**src/rtl/cu_opgather_pkg.sv**
```systemverilog
// Shared definitions for the operand-gathering controller.
// Assumes: nothing beyond IEEE 1800-2017.
package cu_opgather_pkg;

    // Life cycle of one operation.
    typedef enum logic [2:0] {
        ST_IDLE   = 3'd0,
        ST_GATHER = 3'd1,
        ST_EXEC   = 3'd2,
        ST_WAIT   = 3'd3,
        ST_WRITE  = 3'd4
    } cu_state_t;

    // True when a read port must be fetched from the register file.
    function automatic logic port_needed(input int idx, input logic zero_a,
                                         input logic imm_ok);
        if (idx == 0)
            return !zero_a;
        else if (idx == 1)
            return !imm_ok;
        else
            return 1'b1;
    endfunction

endpackage

```
**src/rtl/cu_read_port.sv**
```systemverilog
// One read port: holds the pending flag and the gathered operand.
// Assumes: clear_i is a single cycle at issue; mask_i is stable while gathering.
module cu_read_port #(
    parameter int DATA_W = 16
) (
    input  logic              clk,
    input  logic              rst_n,
    input  logic              clear_i,
    input  logic              need_i,
    input  logic              mask_i,
    input  logic              gather_i,
    input  logic              go_i,
    input  logic [DATA_W-1:0] src_i,
    output logic              rel_o,
    output logic              open_o,
    output logic [DATA_W-1:0] opnd_o
);

    logic              pend_q;
    logic [DATA_W-1:0] val_q;
    logic              take;

    // Outstanding means pending and not suppressed by the mask.
    assign open_o = pend_q & ~mask_i;
    assign rel_o  = gather_i & open_o;
    assign take   = rel_o & go_i;

    // Pending flag and operand register, reloaded at issue.
    always_ff @(posedge clk) begin
        if (!rst_n) begin
            pend_q <= 1'b0;
            val_q  <= '0;
        end else if (clear_i) begin
            pend_q <= need_i;
            val_q  <= '0;
        end else if (take) begin
            pend_q <= 1'b0;
            val_q  <= src_i;
        end
    end

    // Bypass so the operand reaches the unit in the go cycle.
    always_comb begin
        opnd_o = take ? src_i : val_q;
    end

endmodule

```
**src/rtl/cu_opnd_mod.sv**
```systemverilog
// Applies operand modifiers: zero then invert on port 0, immediate on port 1.
// Assumes: flags are the latched issue-time values.
module cu_opnd_mod #(
    parameter int DATA_W = 16,
    parameter int NUM_RD = 2
) (
    input  logic [NUM_RD*DATA_W-1:0] raw_i,
    input  logic                     zero_a_i,
    input  logic                     inv_a_i,
    input  logic [DATA_W-1:0]        imm_i,
    input  logic                     imm_ok_i,
    output logic [NUM_RD*DATA_W-1:0] opnd_o
);

    for (genvar p = 0; p < NUM_RD; p++) begin : g_mod
        if (p == 0) begin : g_a
            logic [DATA_W-1:0] a_z;
            // Zero first, invert second.
            always_comb begin
                a_z = zero_a_i ? '0 : raw_i[0 +: DATA_W];
                opnd_o[0 +: DATA_W] = inv_a_i ? ~a_z : a_z;
            end
        end else if (p == 1) begin : g_b
            // Immediate substitution.
            always_comb begin
                opnd_o[DATA_W +: DATA_W] = imm_ok_i ? imm_i : raw_i[DATA_W +: DATA_W];
            end
        end else begin : g_pass
            // Further ports pass through unchanged.
            always_comb begin
                opnd_o[p*DATA_W +: DATA_W] = raw_i[p*DATA_W +: DATA_W];
            end
        end
    end

endmodule

```
**src/rtl/cu_seq.sv**
```systemverilog
// Operation sequencer: issue, gather, execute, await result, write back.
// Assumes: issue_i is not raised while busy; unit handshakes are valid/ready.
module cu_seq
    import cu_opgather_pkg::*;
(
    input  logic clk,
    input  logic rst_n,
    input  logic issue_i,
    input  logic remaining_i,
    input  logic alu_in_ready_i,
    input  logic alu_res_valid_i,
    input  logic wr_go_i,
    output logic accept_o,
    output logic gather_o,
    output logic busy_o,
    output logic in_valid_o,
    output logic res_ready_o,
    output logic capture_o,
    output logic wr_rel_o
);

    cu_state_t st_q, st_d;

    // Next-state selection.
    always_comb begin
        st_d = st_q;
        case (st_q)
            ST_IDLE:   if (issue_i) st_d = ST_GATHER;
            ST_GATHER: if (!remaining_i) st_d = ST_EXEC;
            ST_EXEC:   if (alu_in_ready_i) st_d = alu_res_valid_i ? ST_WRITE : ST_WAIT;
            ST_WAIT:   if (alu_res_valid_i) st_d = ST_WRITE;
            ST_WRITE:  if (wr_go_i) st_d = ST_IDLE;
            default:   st_d = ST_IDLE;
        endcase
    end

    // State register.
    always_ff @(posedge clk) begin
        if (!rst_n) st_q <= ST_IDLE;
        else        st_q <= st_d;
    end

    // Decoded controls.
    always_comb begin
        accept_o    = (st_q == ST_IDLE) & issue_i;
        gather_o    = (st_q == ST_GATHER);
        busy_o      = (st_q != ST_IDLE);
        in_valid_o  = (st_q == ST_EXEC);
        res_ready_o = (st_q == ST_EXEC) | (st_q == ST_WAIT);
        capture_o   = ((st_q == ST_EXEC) & alu_in_ready_i & alu_res_valid_i)
                    | ((st_q == ST_WAIT) & alu_res_valid_i);
        wr_rel_o    = (st_q == ST_WRITE);
    end

endmodule

```
**src/rtl/cu_opgather.sv**
```systemverilog
// Computation unit controller: tracks one operation from issue to writeback.
// Assumes: rd_mask_i held stable while busy; issue_i only pulsed when idle.
module cu_opgather
    import cu_opgather_pkg::*;
#(
    parameter int DATA_W = 16,
    parameter int NUM_RD = 2,
    parameter int OPC_W  = 4
) (
    input  logic                     clk,
    input  logic                     rst_n,
    input  logic                     issue_i,
    input  logic [OPC_W-1:0]         op_type_i,
    input  logic                     op_inv_a_i,
    input  logic                     op_zero_a_i,
    input  logic [DATA_W-1:0]        op_imm_i,
    input  logic                     op_imm_ok_i,
    input  logic [NUM_RD-1:0]        rd_mask_i,
    input  logic [NUM_RD-1:0]        rd_go_i,
    input  logic [NUM_RD*DATA_W-1:0] src_i,
    output logic                     busy_o,
    output logic [NUM_RD-1:0]        rd_rel_o,
    output logic                     wr_rel_o,
    input  logic                     wr_go_i,
    output logic [DATA_W-1:0]        data_o,
    output logic [OPC_W-1:0]         alu_op_o,
    output logic [NUM_RD*DATA_W-1:0] alu_opnd_o,
    output logic                     alu_in_valid_o,
    input  logic                     alu_in_ready_i,
    input  logic                     alu_res_valid_i,
    input  logic [DATA_W-1:0]        alu_res_i,
    output logic                     alu_res_ready_o
);

    localparam int OPND_W = NUM_RD * DATA_W;

    logic              accept, gather, capture;
    logic [NUM_RD-1:0] open_v;
    logic [OPND_W-1:0] raw_opnd;
    logic              remaining;

    logic [OPC_W-1:0]  op_q;
    logic              inv_q, zero_q, imm_ok_q;
    logic [DATA_W-1:0] imm_q;
    logic [DATA_W-1:0] res_q;

    // Latch the operation fields at an accepted issue.
    always_ff @(posedge clk) begin
        if (!rst_n) begin
            op_q     <= '0;
            inv_q    <= 1'b0;
            zero_q   <= 1'b0;
            imm_q    <= '0;
            imm_ok_q <= 1'b0;
        end else if (accept) begin
            op_q     <= op_type_i;
            inv_q    <= op_inv_a_i;
            zero_q   <= op_zero_a_i;
            imm_q    <= op_imm_i;
            imm_ok_q <= op_imm_ok_i;
        end
    end

    // One read port per source operand.
    for (genvar p = 0; p < NUM_RD; p++) begin : g_port
        cu_read_port #(.DATA_W(DATA_W)) i_port (
            .clk      (clk),
            .rst_n    (rst_n),
            .clear_i  (accept),
            .need_i   (port_needed(p, op_zero_a_i, op_imm_ok_i)),
            .mask_i   (rd_mask_i[p]),
            .gather_i (gather),
            .go_i     (rd_go_i[p]),
            .src_i    (src_i[p*DATA_W +: DATA_W]),
            .rel_o    (rd_rel_o[p]),
            .open_o   (open_v[p]),
            .opnd_o   (raw_opnd[p*DATA_W +: DATA_W])
        );
    end

    // Any port still outstanding after this cycle's go bits.
    assign remaining = |(open_v & ~rd_go_i);

    cu_opnd_mod #(.DATA_W(DATA_W), .NUM_RD(NUM_RD)) i_mod (
        .raw_i    (raw_opnd),
        .zero_a_i (zero_q),
        .inv_a_i  (inv_q),
        .imm_i    (imm_q),
        .imm_ok_i (imm_ok_q),
        .opnd_o   (alu_opnd_o)
    );

    cu_seq i_seq (
        .clk             (clk),
        .rst_n           (rst_n),
        .issue_i         (issue_i),
        .remaining_i     (remaining),
        .alu_in_ready_i  (alu_in_ready_i),
        .alu_res_valid_i (alu_res_valid_i),
        .wr_go_i         (wr_go_i),
        .accept_o        (accept),
        .gather_o        (gather),
        .busy_o          (busy_o),
        .in_valid_o      (alu_in_valid_o),
        .res_ready_o     (alu_res_ready_o),
        .capture_o       (capture),
        .wr_rel_o        (wr_rel_o)
    );

    // Result holding register.
    always_ff @(posedge clk) begin
        if (!rst_n)       res_q <= '0;
        else if (capture) res_q <= alu_res_i;
    end

    assign data_o   = res_q;
    assign alu_op_o = op_q;

endmodule

```
**config.mk**
```make
export PLATFORM = sky130hd
export DESIGN_NAME = cu_opgather
export DESIGN_NICKNAME = d
export VERILOG_FILES = /design/src/rtl/cu_opgather_pkg.sv /design/src/rtl/cu_read_port.sv /design/src/rtl/cu_opnd_mod.sv /design/src/rtl/cu_seq.sv /design/src/rtl/cu_opgather.sv
export SDC_FILE = /design/constraint.sdc
export NUM_CORES = 1
export LEC_CHECK = 0
export BUFFER_PORTS_ARGS = -buffer_cell sky130_fd_sc_hd__buf_2
export CAP_MARGIN = 20
export CORE_UTILIZATION = 26
export CTS_CLUSTER_DIAMETER = 150
export DETAILED_ROUTE_END_ITERATION = 8
export MAX_ROUTING_LAYER = met4
export PLACE_DENSITY = 0.57
export SETUP_SLACK_MARGIN = 0.1
export SLEW_MARGIN = 5
export SYNTH_ARGS = -nofsm -noshare
export SYNTH_HDL_FRONTEND = slang
export SYNTH_SLANG_ARGS = --single-unit
```
**constraint.sdc**
```tcl
create_clock -name clk -period 2.1 [get_ports clk]
set_clock_uncertainty 0.15 [all_clocks]
set_input_delay 0.105 -clock clk [delete_from_list [all_inputs] [get_ports clk]]
set_output_delay 0.105 -clock clk [all_outputs]
set_load 0.01 [all_outputs]
```
==> results of run 1 <==
[per-stage QoR]
| stage | power (W) | TNS (ps) | utilization [%] | hold slack [ps] |
|---|---|---|---|---|
| 6_report | 0.00468 | 0 | 41.7 | 104 |
| 5_1_grt | 0.00498 | -830 | 41.7 | 114 |
| 4_1_cts | 0.00474 | 0 | 41.2 | 93.7 |
| 3_5_place_dp | 0.00299 | 0 | 33.0 | 209 |
| 3_3_place_gp | 0.00296 | 0 | 33.0 | 199 |
| 2_1_floorplan | 0.00251 | 0 | - | 89.8 |
[layout make-up]
cell class | count | area share (%)
Clock buffer | 12 | 4.38
Clock inverter | 4 | 0.812
Inverter | 20 | 1.28
Multi-Input combinational cell | 304 | 34.8
Sequential cell | 76 | 26.1
Tap cell | 180 | 3.84
Timing Repair Buffer | 232 | 28.9
[state kept, by name, summed over array words and instances, names as in the netlist]
name / count
alu_op_o: 4
zero_q: 1
i_seq.st_q: 3
data_o: 16
imm_ok_q: 1
g_port.i_port.pend_q: 2
imm_q: 16
g_port.i_port.val_q: 32
inv_q: 1
[repair_timing]
action | CTS | global route
setup buffers | 4 | 0
endpoints found under the hold margin | 76 | 0
pin swaps | 1 | 0
gates resized for setup | 10 | 13
hold buffers | 73 | 0
cloned | 2 | 1
endpoints found under the setup margin | 32 | 32
[worst reg2reg max path: stages (launching register included)]
cell and delay [ps]:
dfxtp_1 380, buf_4 180, mux2_2 340, o22a_1 220
o221ai_2 270, mux2i_1 230
[worst paths after layout]
kind,end,slack (ps),cells after the start
hold / removal,i_seq.st_q[1]$_SDFFE_PN0P_,100,5
setup reg to reg,i_seq.st_q[2]$_SDFFE_PN0P_,250,5
setup / recovery,alu_opnd_o[9],20,6
hold reg to reg,alu_op_o[1]$_SDFFE_PN0P_,300,2
[cell usage after synthesis, drive strengths merged]
| library cell | instances |
|---|---|
| inv | 20 |
| nor2b | 33 |
| nand3 | 1 |
| nor3 | 1 |
| o21a | 2 |
| nor4b | 1 |
| xnor2 | 16 |
| dfxtp | 76 |
| and2 | 1 |
| a21boi | 39 |
| nor2 | 40 |
| nand4 | 1 |
| or3b | 1 |
| or2 | 1 |
| clkbuf | 14 |
| a21oi | 1 |
| o21ai | 1 |
| o22a | 1 |
| and3 | 2 |
| nor3b | 3 |
| nand2 | 87 |
| mux2i | 67 |
| nand2b | 1 |
| o221ai | 1 |
| mux2 | 1 |
| and4 | 1 |
| a22oi | 1 |
| buf | 19 |
[metal layers]
metal | wire length [um] | part of all wire [%] | GRT usage [%] | vias to the layer above
met5 | 0 | 0 | - | -
met4 | 128 | 1.2 | 4.57 | 0
met3 | 605 | 5.6 | 4.32 | 13
met2 | 5170 | 48 | 25.5 | 120
met1 | 4830 | 45 | 16.7 | 1643
li1 | - | - | - | 1816
[cells by family after synthesis]
family | after synthesis
compound gates | 46
xor+xnor | 16
buf+inv | 53
flops | 76
mux | 68
simple gates | 174
[power groups by stage]
| stage | Clock [W] | Combinational, W | Sequential (W) |
|---|---|---|---|
| after floorplan | 0 | 0.000836 | 0.00168 |
| after global placement | 0 | 0.00127 | 0.00169 |
| after detailed placement | 0 | 0.00130 | 0.00169 |
| after CTS | 0.00162 | 0.00146 | 0.00167 |
| after global routing | 0.00169 | 0.00161 | 0.00169 |
| final | 0.00156 | 0.00145 | 0.00167 |
==> impl_metrics.env, run 1 <==
export IMPL_reg2reg_from="i_seq.st_q[1]$_SDFFE_PN0P_"
export IMPL_min_period_over_period_pct=99.3
export IMPL_io_buffers=138
export IMPL_synth_xor_area_share_pct=3.71
export IMPL_path_class="flip-flop to output pin"
export IMPL_grt_max_degree=34
export IMPL_startpoint_type="flip-flop"
export IMPL_dr_total_vias=3592
export IMPL_num_antenna_cells=0
export IMPL_max_cap_viol_count=0
export IMPL_cts_max_level=3
export IMPL_comb_power_share_pct=31.1
export IMPL_grt_ovfl_total=0
export IMPL_initial_core_util_pct=26.9
export IMPL_netlist_area_um2=3780
export IMPL_yosysUniqueCellTypes=35
export IMPL_p_sw_share_pct=31.0
export IMPL_hpwl_mm=6.93
export IMPL_intPower_w=0.00323
export IMPL_post_drt_wl_per_cell_um=13.0
export IMPL_final_area_um2=5860
export IMPL_min_path_type="input port to flip-flop"
export IMPL_grt_pass1_vias=3563
export IMPL_slowest_stage="dfxtp_2"
export IMPL_power_density_nw_per_um2=799
export IMPL_crit_required_ps=1850
export IMPL_critPathMaxFanout=4
export IMPL_crit_family="simple AND/OR/NAND/NOR gates"
export IMPL_finalHoldViolations=0
export IMPL_synth_top_cell_by_area="dfxtp_1"
export IMPL_synth_compound_area_share_pct=9.24
export IMPL_status="complete, no violations"
export IMPL_path_cells="nor2b_4 > and4_4 > clkbuf_16 > mux2i_1 > xnor2_1 > buf_2"
export IMPL_io_pins=139
export IMPL_viasPerCell=4.34
export IMPL_path_buf_inv=2
export IMPL_synth_simple_area_share_pct=21.4
export IMPL_fillers=1376
export IMPL_cts_num_sinks=76
export IMPL_fin_crit_ps=2080
export IMPL_clockRootBuffer="clkbuf_16"
export IMPL_grt_pass1_wl_mm=16.7
export IMPL_ys_seq_area_share_pct=40.3
export IMPL_slew_headroom_pct=71.4
export IMPL_cts_buffers=9
export IMPL_die_w_um=123
export IMPL_cts_max_path_buffers=2
export IMPL_rsz0062_at_grt="yes"
export IMPL_dieArea_um2=15000
export IMPL_slowest_delay_ps=330
export IMPL_fin_cells=828
export IMPL_crit_start="i_seq.st_q[0]$_SDFFE_PN0P_"
export IMPL_tightest_slew_ps=428
export IMPL_multi_input_area_um2=2040
export IMPL_p_seq_share_pct=35.6
export IMPL_synthMuxAreaShare_pct=18.1
export IMPL_place_area_um2=4630
export IMPL_cts_tree="done"
export IMPL_synth_top_family_by_area="simple AND/OR/NAND/NOR gates"
export IMPL_endpoint_kind="output pin"
export IMPL_synth_fa_ha_area_share_pct=0
export IMPL_worst_slack_ps=15.5
export IMPL_core_area_um2=14000
export IMPL_fin_nets=724
export IMPL_post_place_ws_ps=185
export IMPL_pwr_share_clk_pct=33.4
export IMPL_antenna_found_initial=0
export IMPL_yosys_area_top_type_share_pct=40.3
export IMPL_p_switching_w=0.00145
export IMPL_first_pass_iters=5
export IMPL_min_from="wr_go_i"
export IMPL_layout_cells_most_common="buf_2"
export IMPL_gp_congestion=0.764
export IMPL_vdd_drop_max_v=0.000502
export IMPL_ys_seq_elements=76
export IMPL_drt_iter0_markers=44
export IMPL_p_leak_nw=2.52
export IMPL_postRouteAntennaNets=0
export IMPL_ys_warn_count=0
export IMPL_arrival_ps=1830
export IMPL_grt_usage_pct=14.9
export IMPL_regArea_um2=1530
export IMPL_setup_viol=0
export IMPL_maxSlewViolCount=0
export IMPL_fp_dieH_um=123
export IMPL_drcViolationCount=0
export IMPL_postSynthAreaPerCell_um2=8.72
export IMPL_clkLatencyLatePin_ps=330
export IMPL_syn_inst=433
export IMPL_cts_clk_slew_worst_paths_ps=60
export IMPL_drive_gt1_share_pct=30.7
export IMPL_wl_mm=10.7
export IMPL_placementRows=43
export IMPL_timing_fmax_mhz=480
export IMPL_post_place_cells=732
export IMPL_syn_nets=514
export IMPL_area_growth_pct=55.1
export IMPL_most_common_layout_cells="buf_2, nand2_1, dfxtp_1"
export IMPL_yosys_top_cells_area="dfxtp_1, mux2i_1, nand2_1"
(Power assumes the default switching activity.)
==> run 2: changes to the inputs <==
- PLACE_DENSITY: 0.57 -> 0.55
- SYNTH_HIERARCHICAL: not set -> 1
==> impl_metrics.env, run 2 <==
export IMPL_crit_required_ps=1850
export IMPL_layout_cells_most_common="buf_2"
export IMPL_min_path_type="input port to flip-flop"
export IMPL_dieArea_um2=17600
export IMPL_yosys_area_top_type_share_pct=34.4
export IMPL_cts_max_level=3
export IMPL_rsz0062_at_grt="yes"
export IMPL_fin_cells=832
export IMPL_setup_viol=32
export IMPL_timing_fmax_mhz=430
export IMPL_ys_seq_area_share_pct=34.4
export IMPL_fin_nets=687
export IMPL_synth_edf_count=0
export IMPL_wl_mm=11.1
export IMPL_syn_nets=484
export IMPL_synthTopCellsByCount="dfxtp_1, mux2i_1, nand3b_1, nor2b_1, mux2_4"
export IMPL_synthArstFlopShare_pct=0
export IMPL_placementRows=47
export IMPL_ys_warn_count=6
export IMPL_syn_inst=403
export IMPL_worst_slack_ps=-224
export IMPL_grt_max_degree=65
export IMPL_io_pins=139
export IMPL_netlist_area_um2=4430
export IMPL_drcViolationCount=0
export IMPL_regArea_um2=1520
export IMPL_path_cells="nor3b_4 > buf_12 > nand4b_4 > buf_12 > mux2_4 > mux2_4 > buf_2"
export IMPL_hpwl_mm=7.39
export IMPL_synth_ff_type="dfxtp_1"
export IMPL_top_register="g_port.i_port/val_q"
export IMPL_viasPerCell=4.30
export IMPL_finalHoldViolations=0
export IMPL_fp_dieH_um=132
export IMPL_slew_headroom_pct=63.2
export IMPL_min_period_over_period_pct=111
export IMPL_postRouteAntennaNets=0
export IMPL_use_met1_pct=16.6
export IMPL_multi_input_area_um2=2610
export IMPL_core_area_um2=16600
export IMPL_cts_tree="done"
export IMPL_arrival_ps=2070
export IMPL_reg2reg_slack_ps=230
export IMPL_grt_pass1_vias=3722
export IMPL_post_place_cells=741
export IMPL_largest_reg_flops=32
export IMPL_first_pass_iters=4
export IMPL_initial_core_util_pct=26.7
export IMPL_p_leak_nw=2.72
export IMPL_dr_total_vias=3576
export IMPL_clkLatencyLatePin_ps=330
export IMPL_fin_crit_ps=2320
export IMPL_yosys_top_cells_area="dfxtp_1, mux2i_1, nand3b_1"
export IMPL_endpoint_kind="output pin"
export IMPL_drt_iter0_markers=77
export IMPL_post_drt_wl_per_cell_um=13.3
export IMPL_most_common_layout_cells="buf_2, dfxtp_1, dlygate4sd3_1"
export IMPL_met2_usage_pct=22.5
export IMPL_area_growth_pct=43.8
export IMPL_cts_buffers=9
export IMPL_synth_top_cell_by_area="dfxtp_1"
export IMPL_power_density_nw_per_um2=631
export IMPL_grt_pass1_wl_mm=18.7
export IMPL_grt_ovfl_total=0
export IMPL_clockRootBuffer="clkbuf_16"
export IMPL_gp_congestion=0.744
export IMPL_ys_seq_elements=76
export IMPL_startpoint_type="flip-flop"
export IMPL_post_place_ws_ps=58.2
export IMPL_whs_ps=21.4
export IMPL_cts_clk_slew_worst_paths_ps=60
export IMPL_grt_usage_pct=13.7
export IMPL_drive_gt1_share_pct=37.3
export IMPL_tightest_slew_ps=551
export IMPL_violations="setup timing"
export IMPL_io_buffers=138
export IMPL_die_w_um=132
export IMPL_fillers=1645
export IMPL_cts_num_sinks=76
export IMPL_maxSlewViolCount=0
export IMPL_path_class="flip-flop to output pin"
export IMPL_top_usage_layer="met2"
export IMPL_antenna_found_initial=1
export IMPL_slowest_stage="dfxtp_2"
export IMPL_critPathMaxFanout=16
export IMPL_yosysUniqueCellTypes=32
export IMPL_synth_most_common_cell="dfxtp_1"
export IMPL_vdd_drop_max_v=0.000401
export IMPL_max_cap_viol_count=0
export IMPL_status="finished, violations left"
export IMPL_cts_max_path_buffers=2
export IMPL_use_met3_pct=2.57
export IMPL_postSynthAreaPerCell_um2=11.0
export IMPL_slowest_delay_ps=340
run 2: changes by cell type in the layout (fill, tap and decap cells not counted), sizes merged, moves of 3 or more:
cell | previous run | this run
nand2b | 1 | 18
nand2 | 87 | 0
mux2 | 1 | 48
nor2b | 33 | 42
inv | 20 | 6
nor2 | 40 | 4
a21boi | 39 | 0
buf | 157 | 154
nand3b | 0 | 66
mux2i | 67 | 71
run 2: repair_timing:
item | CTS | global route
hold buffers | 73 | 0
cloned | 0 | 0
pin swaps | 1 | 0
resized for setup | 1 | 1
setup endpoints to repair | 32 | 32
endpoints found under the hold margin | 76 | 0
buffers inserted | 1 | 0
run 2: critical path, delay by kind of cell (launching register included):
kind	cells	cell delay [ps]
muxes	2	570
buffers and inverters	3	470
DFF	1	340
and+or+nand+nor	2	340
run 2: final timing paths:
check                                                            end  cells past startpoint                                 start
worst max register to register                imm_q[12]$_SDFFE_PN0P_                      6            i_seq/st_q[1]$_SDFFE_PN0P_
worst min register to register  g_port[0].i_port/val_q[6]$_SDFF_PP0_                      2  g_port[0].i_port/val_q[6]$_SDFF_PP0_
worst max-delay path                                  alu_opnd_o[26]                      7            i_seq/st_q[2]$_SDFFE_PN0P_
worst min-delay path                      i_seq/st_q[2]$_SDFFE_PN0P_                      3                               wr_go_i
run 2: area by class of cell:
class                           instances  share of cell area [%]
Multi-Input combinational cell        286                    41.0
Clock buffer                           13                    4.24
Inverter                                6                   0.354
Clock inverter                          3                   0.314
Tap cell                              220                    4.32
Timing Repair Buffer                  227                    25.8
Antenna cell                            1                  0.0393
Sequential cell                        76                    23.9
run 2: where the power goes:
part	total (W)	switching (W)	internal, W
clock	0.00151	0.000612	0.000896
combinational	0.000934	0.000401	0.000532
sequential	0.00157	0.0000605	0.00151
run 2: cells by family after synthesis:
group | Yosys count | share of synthesized area [%]
buffers and inverters | 41 | 7.12
DFF | 76 | 34.4
muxes | 119 | 30.8
xor gates and xnor gates | 16 | 3.17
AOI/OAI and AO/OA | 8 | 1.27
and+or+nand+nor | 143 | 23.3
run 2: layer usage:
layer  wire, um  share of wire [%]
met1       5260                 47
met2       5230                 47
met3        459                4.1
met4        159                1.4
met5          0                  0
run 2: per-stage QoR:
step	TNS [ps]	utilization [%]	instance area (um2)	total power, W
final	-5140	38.4	6370	0.00402
after global placement	0	32.1	5320	0.00240
after detailed placement	0	32.1	5320	0.00242
after floorplan	0	-	4440	0.00217
after global routing	-8530	38.4	6370	0.00423
after CTS	-5680	38.4	6360	0.00409
